[src/rtl/smb_idx_pkg.sv]
`timescale 1ns/1ps
package smb_idx_pkg;

  typedef enum logic [3:0] {
    ST_IDLE,
    ST_RX,
    ST_RX_END,
    ST_ACK,
    ST_TX,
    ST_TX_END,
    ST_HACK,
    ST_TX_NEXT,
    ST_IGNORE
  } state_e;

  // which byte of a write transfer is being received
  typedef enum logic [1:0] {
    PH_ADDR,
    PH_IDX,
    PH_CNT,
    PH_DATA
  } phase_e;

endpackage

[src/rtl/smb_line_cond.sv]
`timescale 1ns/1ps
module smb_line_cond #(
  parameter int unsigned STAGES = 2
) (
  input  logic clk_i,
  input  logic rst_ni,
  input  logic scl_i,
  input  logic sda_i,
  output logic scl_o,
  output logic sda_o,
  output logic scl_rise_o,
  output logic scl_fall_o,
  output logic start_o,
  output logic stop_o
);

  logic [STAGES-1:0] scl_sync_q, sda_sync_q;
  logic              scl_last_q, sda_last_q;

  // idle bus reads high
  always_ff @(posedge clk_i or negedge rst_ni) begin
    if (!rst_ni) begin
      scl_sync_q <= '1;
      sda_sync_q <= '1;
      scl_last_q <= 1'b1;
      sda_last_q <= 1'b1;
    end else begin
      scl_sync_q <= {scl_sync_q[STAGES-2:0], scl_i};
      sda_sync_q <= {sda_sync_q[STAGES-2:0], sda_i};
      scl_last_q <= scl_sync_q[STAGES-1];
      sda_last_q <= sda_sync_q[STAGES-1];
    end
  end

  assign scl_o      = scl_sync_q[STAGES-1];
  assign sda_o      = sda_sync_q[STAGES-1];
  assign scl_rise_o = scl_o & ~scl_last_q;
  assign scl_fall_o = ~scl_o & scl_last_q;
  // SCL must be high in both samples around the data edge
  assign start_o    = scl_o & scl_last_q & sda_last_q & ~sda_o;
  assign stop_o     = scl_o & scl_last_q & ~sda_last_q & sda_o;

endmodule

[src/rtl/smb_idx_regfile.sv]
`timescale 1ns/1ps
module smb_idx_regfile #(
  parameter int unsigned DEPTH   = 16,
  parameter int unsigned DW      = 8,
  parameter int unsigned CNT_IDX = 8,
  parameter int unsigned IDX_W   = $clog2(DEPTH)
) (
  input  logic             clk_i,
  input  logic             rst_ni,
  input  logic             we_i,
  input  logic [IDX_W-1:0] widx_i,
  input  logic [DW-1:0]    wdata_i,
  input  logic [IDX_W-1:0] ridx_i,
  output logic [DW-1:0]    rdata_o,
  output logic [DW-1:0]    cnt_o
);

  localparam logic [IDX_W-1:0] CNT_SEL = IDX_W'(CNT_IDX);

  logic [DEPTH-1:0][DW-1:0] mem_q;

  for (genvar g = 0; g < DEPTH; g++) begin : g_ent
    always_ff @(posedge clk_i or negedge rst_ni) begin
      if (!rst_ni) begin
        mem_q[g] <= '0;
      end else if (we_i && (widx_i == IDX_W'(g))) begin
        mem_q[g] <= wdata_i;
      end
    end
  end

  assign rdata_o = mem_q[ridx_i];
  assign cnt_o   = mem_q[CNT_SEL];

endmodule

[src/rtl/smb_idx_target.sv]
`timescale 1ns/1ps
module smb_idx_target
  import smb_idx_pkg::*;
#(
  parameter logic [6:0]  DEV_ADDR    = 7'h52,
  parameter int unsigned DEPTH       = 16,   // power of two
  parameter int unsigned CNT_IDX     = 8,
  parameter int unsigned SYNC_STAGES = 2
) (
  input  logic clk_i,
  input  logic rst_ni,
  input  logic scl_i,
  input  logic sda_i,
  output logic sda_oe_o
);

  localparam int unsigned IDX_W = $clog2(DEPTH);
  localparam int unsigned DW    = 8;

  logic scl_s, sda_s, scl_rise, scl_fall, start, stop;

  smb_line_cond #(
    .STAGES(SYNC_STAGES)
  ) u_line (
    .clk_i     (clk_i),
    .rst_ni    (rst_ni),
    .scl_i     (scl_i),
    .sda_i     (sda_i),
    .scl_o     (scl_s),
    .sda_o     (sda_s),
    .scl_rise_o(scl_rise),
    .scl_fall_o(scl_fall),
    .start_o   (start),
    .stop_o    (stop)
  );

  state_e           state_q;
  phase_e           phase_q;
  logic [2:0]       bit_cnt_q;
  logic [DW-1:0]    shreg_q, tx_q, remain_q;
  logic [IDX_W-1:0] idx_q;
  logic             rd_mode_q, ack_q, oe_q;

  logic [DW-1:0]    rx_byte, rd_data, cnt_byte;
  logic             reg_we;

  assign rx_byte = {shreg_q[DW-2:0], sda_s};
  assign reg_we  = (state_q == ST_RX) && scl_rise && (bit_cnt_q == 3'd7) &&
                   (phase_q == PH_DATA) && (remain_q != '0);

  smb_idx_regfile #(
    .DEPTH  (DEPTH),
    .DW     (DW),
    .CNT_IDX(CNT_IDX),
    .IDX_W  (IDX_W)
  ) u_regs (
    .clk_i  (clk_i),
    .rst_ni (rst_ni),
    .we_i   (reg_we),
    .widx_i (idx_q),
    .wdata_i(rx_byte),
    .ridx_i (idx_q),
    .rdata_o(rd_data),
    .cnt_o  (cnt_byte)
  );

  always_ff @(posedge clk_i or negedge rst_ni) begin
    if (!rst_ni) begin
      state_q   <= ST_IDLE;
      phase_q   <= PH_ADDR;
      bit_cnt_q <= '0;
      shreg_q   <= '0;
      tx_q      <= '0;
      remain_q  <= '0;
      idx_q     <= '0;
      rd_mode_q <= 1'b0;
      ack_q     <= 1'b0;
      oe_q      <= 1'b0;
    end else if (start) begin
      state_q   <= ST_RX;
      phase_q   <= PH_ADDR;
      bit_cnt_q <= '0;
      rd_mode_q <= 1'b0;
      oe_q      <= 1'b0;
    end else if (stop) begin
      state_q   <= ST_IDLE;
      phase_q   <= PH_ADDR;
      rd_mode_q <= 1'b0;
      oe_q      <= 1'b0;
    end else begin
      case (state_q)
        ST_RX: begin
          if (scl_rise) begin
            shreg_q   <= rx_byte;
            bit_cnt_q <= bit_cnt_q + 3'd1;
            if (bit_cnt_q == 3'd7) begin
              state_q <= ST_RX_END;
              ack_q   <= 1'b1;
              case (phase_q)
                PH_ADDR: begin
                  if (rx_byte[7:1] == DEV_ADDR) begin
                    rd_mode_q <= rx_byte[0];
                    phase_q   <= PH_IDX;
                  end else begin
                    ack_q <= 1'b0;
                  end
                end
                PH_IDX: begin
                  idx_q   <= rx_byte[IDX_W-1:0];
                  phase_q <= PH_CNT;
                end
                PH_CNT: begin
                  remain_q <= rx_byte;
                  phase_q  <= PH_DATA;
                end
                default: begin
                  // surplus bytes: acknowledged, not stored
                  if (remain_q != '0) begin
                    remain_q <= remain_q - 8'd1;
                    idx_q    <= idx_q + 1'b1;
                  end
                end
              endcase
            end
          end
        end
        ST_RX_END: begin
          if (scl_fall) begin
            if (ack_q) begin
              oe_q    <= 1'b1;
              state_q <= ST_ACK;
            end else begin
              state_q <= ST_IGNORE;
            end
          end
        end
        ST_ACK: begin
          if (scl_fall) begin
            bit_cnt_q <= '0;
            if (rd_mode_q) begin
              tx_q    <= cnt_byte;
              oe_q    <= ~cnt_byte[DW-1];
              state_q <= ST_TX;
            end else begin
              oe_q    <= 1'b0;
              state_q <= ST_RX;
            end
          end
        end
        ST_TX: begin
          if (scl_rise) begin
            bit_cnt_q <= bit_cnt_q + 3'd1;
            if (bit_cnt_q == 3'd7) state_q <= ST_TX_END;
          end else if (scl_fall) begin
            tx_q <= {tx_q[DW-2:0], 1'b0};
            oe_q <= ~tx_q[DW-2];
          end
        end
        ST_TX_END: begin
          if (scl_fall) begin
            oe_q    <= 1'b0;
            state_q <= ST_HACK;
          end
        end
        ST_HACK: begin
          if (scl_rise) state_q <= sda_s ? ST_IGNORE : ST_TX_NEXT;
        end
        ST_TX_NEXT: begin
          if (scl_fall) begin
            tx_q      <= rd_data;
            oe_q      <= ~rd_data[DW-1];
            idx_q     <= idx_q + 1'b1;
            bit_cnt_q <= '0;
            state_q   <= ST_TX;
          end
        end
        default: ;
      endcase
    end
  end

  assign sda_oe_o = oe_q;

  // drive changes only follow an SCL low sample
  p_oe_scl_low_r10: assert property (@(posedge clk_i) disable iff (!rst_ni)
    (!$stable(oe_q) && !$past(start || stop)) |-> !$past(scl_s));

  p_stop_idle_r2: assert property (@(posedge clk_i) disable iff (!rst_ni)
    stop |=> (state_q == ST_IDLE) && !oe_q);

  p_start_rx_r2: assert property (@(posedge clk_i) disable iff (!rst_ni)
    start |=> (state_q == ST_RX) && (bit_cnt_q == 3'd0) && (phase_q == PH_ADDR));

  p_ignore_quiet_r3: assert property (@(posedge clk_i) disable iff (!rst_ni)
    (state_q == ST_IGNORE) |-> !oe_q);

  p_ack_driven_r4: assert property (@(posedge clk_i) disable iff (!rst_ni)
    (state_q == ST_ACK) |-> oe_q);

  p_we_budget_r5: assert property (@(posedge clk_i) disable iff (!rst_ni)
    reg_we |=> (remain_q == $past(remain_q) - 8'd1));

  p_idx_step_r7: assert property (@(posedge clk_i) disable iff (!rst_ni)
    reg_we |=> (idx_q == $past(idx_q) + 1'b1));

  p_host_ack_free_r9: assert property (@(posedge clk_i) disable iff (!rst_ni)
    (state_q == ST_HACK) |-> !oe_q);

endmodule

[config.mk]
export PLATFORM = sky130hd
export DESIGN_NAME = smb_idx_target
export DESIGN_NICKNAME = d
export VERILOG_FILES = /design/src/rtl/smb_idx_pkg.sv /design/src/rtl/smb_line_cond.sv /design/src/rtl/smb_idx_regfile.sv /design/src/rtl/smb_idx_target.sv
export SDC_FILE = /design/constraint.sdc
export NUM_CORES = 1
export LEC_CHECK = 0
export BUFFER_PORTS_ARGS = -buffer_cell sky130_fd_sc_hd__buf_4
export CORE_ASPECT_RATIO = 1.5
export CORE_MARGIN = 2
export CORE_UTILIZATION = 57
export DETAILED_ROUTE_END_ITERATION = 8
export HOLD_SLACK_MARGIN = 0.08
export PLACE_DENSITY = 0.86
export REMOVE_ABC_BUFFERS = 1
export SYNTH_ARGS = -nofsm -noshare
export SYNTH_HDL_FRONTEND = slang
export SYNTH_SLANG_ARGS = --single-unit
[constraint.sdc]
create_clock -name clk_i -period 2.5 [get_ports clk_i]
set_clock_uncertainty 0.2 [all_clocks]
set_input_delay 0.125 -clock clk_i [delete_from_list [all_inputs] [get_ports clk_i]]
set_output_delay 0.125 -clock clk_i [all_outputs]
set_load 0.02 [all_outputs]
Word level (Yosys, flattened, before mapping)
Index checks and enable logic that the tools add are counted.
{"block": "word_totals", "reg_bits": 172, "output_inout_bits": 1}
{"block": "op_classes", "addsub": 3, "n_bitwise": 17, "eq_ne": 52, "n_mux": 63, "n_lt_le_gt_ge": 1, "reduce_logical": 49}
{"cell": "two-way mux 4 bit", "n": 17}
{"cell": "!= test 4 bit, second input constant", "n": 12}
{"cell": "two-way mux 7 bit", "n": 5}
{"cell": "binary-select mux 8 bit (select 4 bit)", "n": 1}
{"cell": "== test 4 x 3 -> 1 bit, second input constant", "n": 8}
{"cell": "== test 4 bit, second input constant", "n": 8}
{"cell": "case mux 4 bit (7 select lines)", "n": 1}
{"cell": "AND reduction 8 bit", "n": 3}
{"cell": "case mux 7 bit (3 select lines)", "n": 1}
{"cell": "nonzero test 3 bit", "n": 7}
{"cell": "logical AND 1 bit", "n": 20}
{"cell": "two-way mux 1 bit", "n": 19}
{"cell": "== test 4 x 2 -> 1 bit, second input constant", "n": 4}
{"cell": "two-way mux 8 bit", "n": 2}
{"cell": "!= test 2 bit, second input constant", "n": 8}
{"cell": "case mux 4 bit (2 select lines)", "n": 2}
{"cell": "case mux 8 bit (2 select lines)", "n": 1}
{"cell": "two-way mux 3 bit", "n": 5}
{"cell": "AND reduction 5 bit", "n": 3}
{"cell": "two-way mux 2 bit", "n": 6}
{"cell": "inverter 1 bit", "n": 10}
{"cell": "AND reduction 10 bit", "n": 1}
{"cell": "!= test 3 x 1 -> 1 bit, second input constant", "n": 3}
{"cell": "nonzero test 9 bit", "n": 1}
{"cell": "24 further kinds", "n": 37}

Depth between registers and ports, before layout
{"block": "depth", "ltp_word": 8, "mapped_depth": 8, "ltp_nobuf": 7}

Hierarchy
Synthesis repeated with hierarchy kept, for this count alone.
{"block": "unflattened", "hier_cells": 660, "area_unflattened_um2": 8540.7}
{"mod": "smb_idx_regfile", "area_per_inst_um2": 5850.6, "n_inst": 1, "cells_each": 372}
{"mod": "smb_idx_target", "area_per_inst_um2": 2499.9, "n_inst": 1, "cells_each": 278}
{"mod": "smb_line_cond", "area_per_inst_um2": 190.2, "n_inst": 1, "cells_each": 10}

Worst setup path before layout
No wires, ideal clock.
{"block": "synth_timing", "kind": "register to register", "from": "reg idx_q[1]", "to": "reg u_regs.mem_q (netlist bit u_regs.cnt_o[0])", "stages_incl_launch_ff": 9, "setup_slack_ns": 0.076, "setup_time_ns": 0.125, "required_ns": 2.175, "arrival_time_ns": 2.099, "synth_period_minus_slack_ns": 2.424, "cell_sequence": "dfrtp_1 buf_2 buf_2 buf_1 inv_1 ha_1 and3_1 buf_2 mux2_2"}
{"block": "synth_between", "elab_chain_len": 2}
{"item": "start: declaration", "line_no": "smb_idx_target.sv:41", "source": "logic [IDX_W-1:0] idx_q;"}
{"item": "start signal: assignment", "line_no": "smb_idx_target.sv:109", "source": "idx_q <= rx_byte[IDX_W-1:0];"}
{"item": "start signal: assignment", "line_no": "smb_idx_target.sv:120", "source": "idx_q <= idx_q + 1'b1;"}
{"item": "start signal: assignment", "line_no": "smb_idx_target.sv:172", "source": "idx_q <= idx_q + 1'b1;"}
{"item": "== test 4 bit", "line_no": "smb_idx_regfile.sv:26", "source": "end else if (we_i && (widx_i == IDX_W'(g))) begin"}
{"item": "logical AND 1 bit", "line_no": "smb_idx_regfile.sv:26"}
{"item": "end signal: indexed assignment", "line_no": "smb_idx_regfile.sv:27", "source": "mem_q[g] <= wdata_i;"}
{"item": "end: declaration", "line_no": "smb_idx_regfile.sv:20", "source": "logic [DEPTH-1:0][DW-1:0] mem_q;"}
Every way passes these cells.
A chain may end at the register's enable or synchronous reset.

Final worst setup path
{"block": "layout_timing", "from": "reg state_q[1]", "to": "reg u_regs.mem_q[63] in the netlist's numbering"}
{"block": "layout_between", "elab_chain_len": 6}
{"item": "start: declaration", "line_no": "smb_idx_target.sv:37", "source": "state_e state_q;"}
{"item": "start signal: assignment", "line_no": "smb_idx_target.sv:166", "source": "if (scl_rise) state_q <= sda_s ? ST_IGNORE : ST_TX_NEXT;"}
{"item": "== test 4 x 1 -> 1 bit", "line_no": "smb_idx_target.sv:48", "source": "assign reg_we = (state_q == ST_RX) && scl_rise && (bit_cnt_q == 3'd7) &&"}
{"item": "logical AND 1 bit (3 in a row)", "line_no": "smb_idx_target.sv:48"}
{"item": "logical AND 1 bit", "line_no": "smb_idx_target.sv:49", "source": "(phase_q == PH_DATA) && (remain_q != '0);"}
{"item": "logical AND 1 bit", "line_no": "smb_idx_regfile.sv:26"}
Every way passes these cells.

==> impl_metrics.tcl <==
set metrics [dict create \
    grt_pass1_wl_mm 35.7 \
    h-tree-depth 4 \
    postSynthAreaPerCell_um2 13.1 \
    grt_start_max_net_pins 65 \
    final_common_cell "dfrtp_1" \
    synth_cell_types 61 \
    r2r_cells 7 \
    drive_gt1_share_pct 39.7 \
    r2r-start "state_q[1]" \
    ys_ff_latch 172 \
    grt-ovfl-total 0 \
    drt_iter0_markers 681 \
    synth_cells 663 \
    cts_root_buf "clkbuf_16" \
    synthArstFlopShare_pct 100 \
    yosysWarnings 0 \
    via_per_inst 6.77 \
    die_area_mm2 0.0163 \
    seq_area_frac_synth_pct 49.7 \
    num_io_pins 5 \
    critPathLaunchType "flip-flop" \
    powerDensity_mw_per_mm2 642 \
    cp_max_fo 8 \
    io_buffers 4 \
    critical_path_required_ns 2.60 \
    antenna_cells 0 \
    finalWirelength_mm 22.7 \
    layout_common_cells "165 x dfrtp_1, 121 x mux2_2, 40 x buf_4" \
    synth-edff-count 0 \
    cts_sinks 172 \
    drc_errors 0 \
    antenna_found_initial 0 \
    hold_slack_ns 0.0532 \
    hold_viol 0 \
    fp.dieH_um 155 \
    rr_endpoint "u_regs.mem_q[63]" \
    critPathCaptureType "flip-flop" \
    cts.clk_slew.worst_paths_ns 0.07 \
    drv_cap 0 \
    cts_buffer_depth 2 \
    grt_use_total_pct 28.8 \
    via_count 6060 \
    synth_area_mm2 0.00868 \
    ant_nets 0 \
    slew_headroom_pct 55.6 \
    cp.arrival_ns 2.56 \
    totalPowerFinal_uw 6320 \
    fin_crit_ns 2.46 \
    setup-violations-final 0 \
    dr.pass1.iters 7 \
    hpwl_mm 14.0 \
    reg2reg_slack_ns 0.04 \
    nets 699 \
    initial_utilization_pct 57.9 \
    fill_cells 1031 \
    leakage_uw 0.00459 \
    slew_violations 0 \
    layout_setup_ws_ns 0.0435 \
    ff_latch_area_mm2 0.00431 \
    syn2layout_area_growth_pct 13.3 \
    die_width_um 105 \
    fin_crit_sh_pct 98.3 \
    grt_pass1_vias 6380 \
    worst_pin_slew_ns 0.661 \
    hold_path_class "in2async" \
    core_area_mm2 0.0150 \
    gp_congestion 0.911 \
    multi_input_area_mm2 0.00413 \
    critPathLaunch "state_q[1]" \
    crit_type "reg2reg" \
    row_count 55 \
    max_freq_ghz 0.407 \
    pre_cts_ws_ns -0.00956 \
    vdd_drop_max_uv 538 \
    wire_per_inst_um 25.3 \
    clkLatencyLatePin_ns 0.43 \
    synthFlopType "dfrtp_1" \
    cts_tree "yes" \
    outcome "finished, final reports clean" \
    numCtsBuffers 17 \
]
[final cells by class]
type	instances	area share [%]
timing repair buffer	49	4.54
clock buffer	19	4.60
tap	199	2.53
sequential	172	43.8
multi-input combinational	423	41.9
inverter	20	0.763
clock inverter	13	1.79
[cell families after synthesis]
family	count (synthesis)	synth area share [%]
AOI/OAI and AO/OA	116	8.66
xor gates and xnor gates	2	0.202
adders and majority gates	12	1.73
buffers and inverters	68	3.29
DFF	172	49.7
muxes	174	27.3
and+or+nand+nor	119	9.14
[state kept, by name, indices dropped and copies added, names as in the netlist, 3 cells and up]
signal / flops
u_regs.mem_q: 120
remain_q: 8
u_regs.cnt_o: 8
shreg_q: 7
tx_q: 7
idx_q: 4
state_q: 4
bit_cnt_q: 3
[what timing repair did]
action	4_1_cts	5_1_grt
setup buffers	0	3
hold endpoints to repair	170	0
resized for setup	1	10
cloned	0	1
hold buffers	3	0
pin swaps	0	1
setup endpoints to repair	35	64
[Yosys cell counts (all sizes together), types with 5 or more instances]
master / n / area (um2)
dfrtp: 166 / 4150
a22oi: 11 / 82.6
nor2b: 9 / 56.3
a21o: 6 / 45.0
a32oi: 6 / 52.6
o21ai: 33 / 165
mux2i: 5 / 50.1
mux4: 32 / 721
dfstp: 6 / 158
clkbuf: 33 / 124
buf: 15 / 86.3
a21oi: 25 / 125
ha: 12 / 150
nor2: 25 / 93.8
inv: 18 / 67.6
mux2: 137 / 1600
nand3: 26 / 280
nor3: 5 / 25.0
a41oi: 5 / 43.8
nand2b: 8 / 50.1
nand2: 22 / 82.6
[routing by layer]
layer	up-vias	share of wire, %	global-route usage [%]	routed length, um
met1	3062	36	33.0	8080
met2	376	52	49.8	11700
met4	0	6.5	16.3	1480
li1	2505	-	-	-
met5	-	0	0	0
met3	117	6.1	6.24	1390
[through the flow]
step                      cells  setup TNS (ns)  instance area [um2]  utilization [%]
after detailed placement    856         -0.0437                 9080             60.5
after CTS                   891               0                 9740             64.9
after floorplan             615          -80.23                 8470                -
final                       895               0                 9840             65.6
after global routing        895          -0.645                 9840             65.6
after global placement      856               0                 9080             60.5
[worst max path at each step]
stage,endpoint,slack (ns)
floorplan,u_regs.mem_q[0],-0.82
global placement,u_regs.mem_q[25],0.09
detailed placement,u_regs.mem_q[10],-0.01
CTS,u_regs.mem_q[13],0.03
global route,u_regs.mem_q[94],-0.03
finish,u_regs.mem_q[63],0.04
[power by group]
part	internal, uW	switching, uW	leakage [uW]
Clock	1650	1140	0.000304
Combinational	208	415	0.00191
Sequential	2850	51.9	0.00237
Total	4710	1610	0.00459
[worst max-delay path: stages (launching register included)]
cell     delay (ns)
dfrtp_1        0.41
nor4b_4        0.34
nand3_2        0.18
nor3b_4        0.30
buf_4          0.18
buf_12         0.15
nand3_4        0.19
mux2_4         0.37
(Power assumes the default switching activity.)
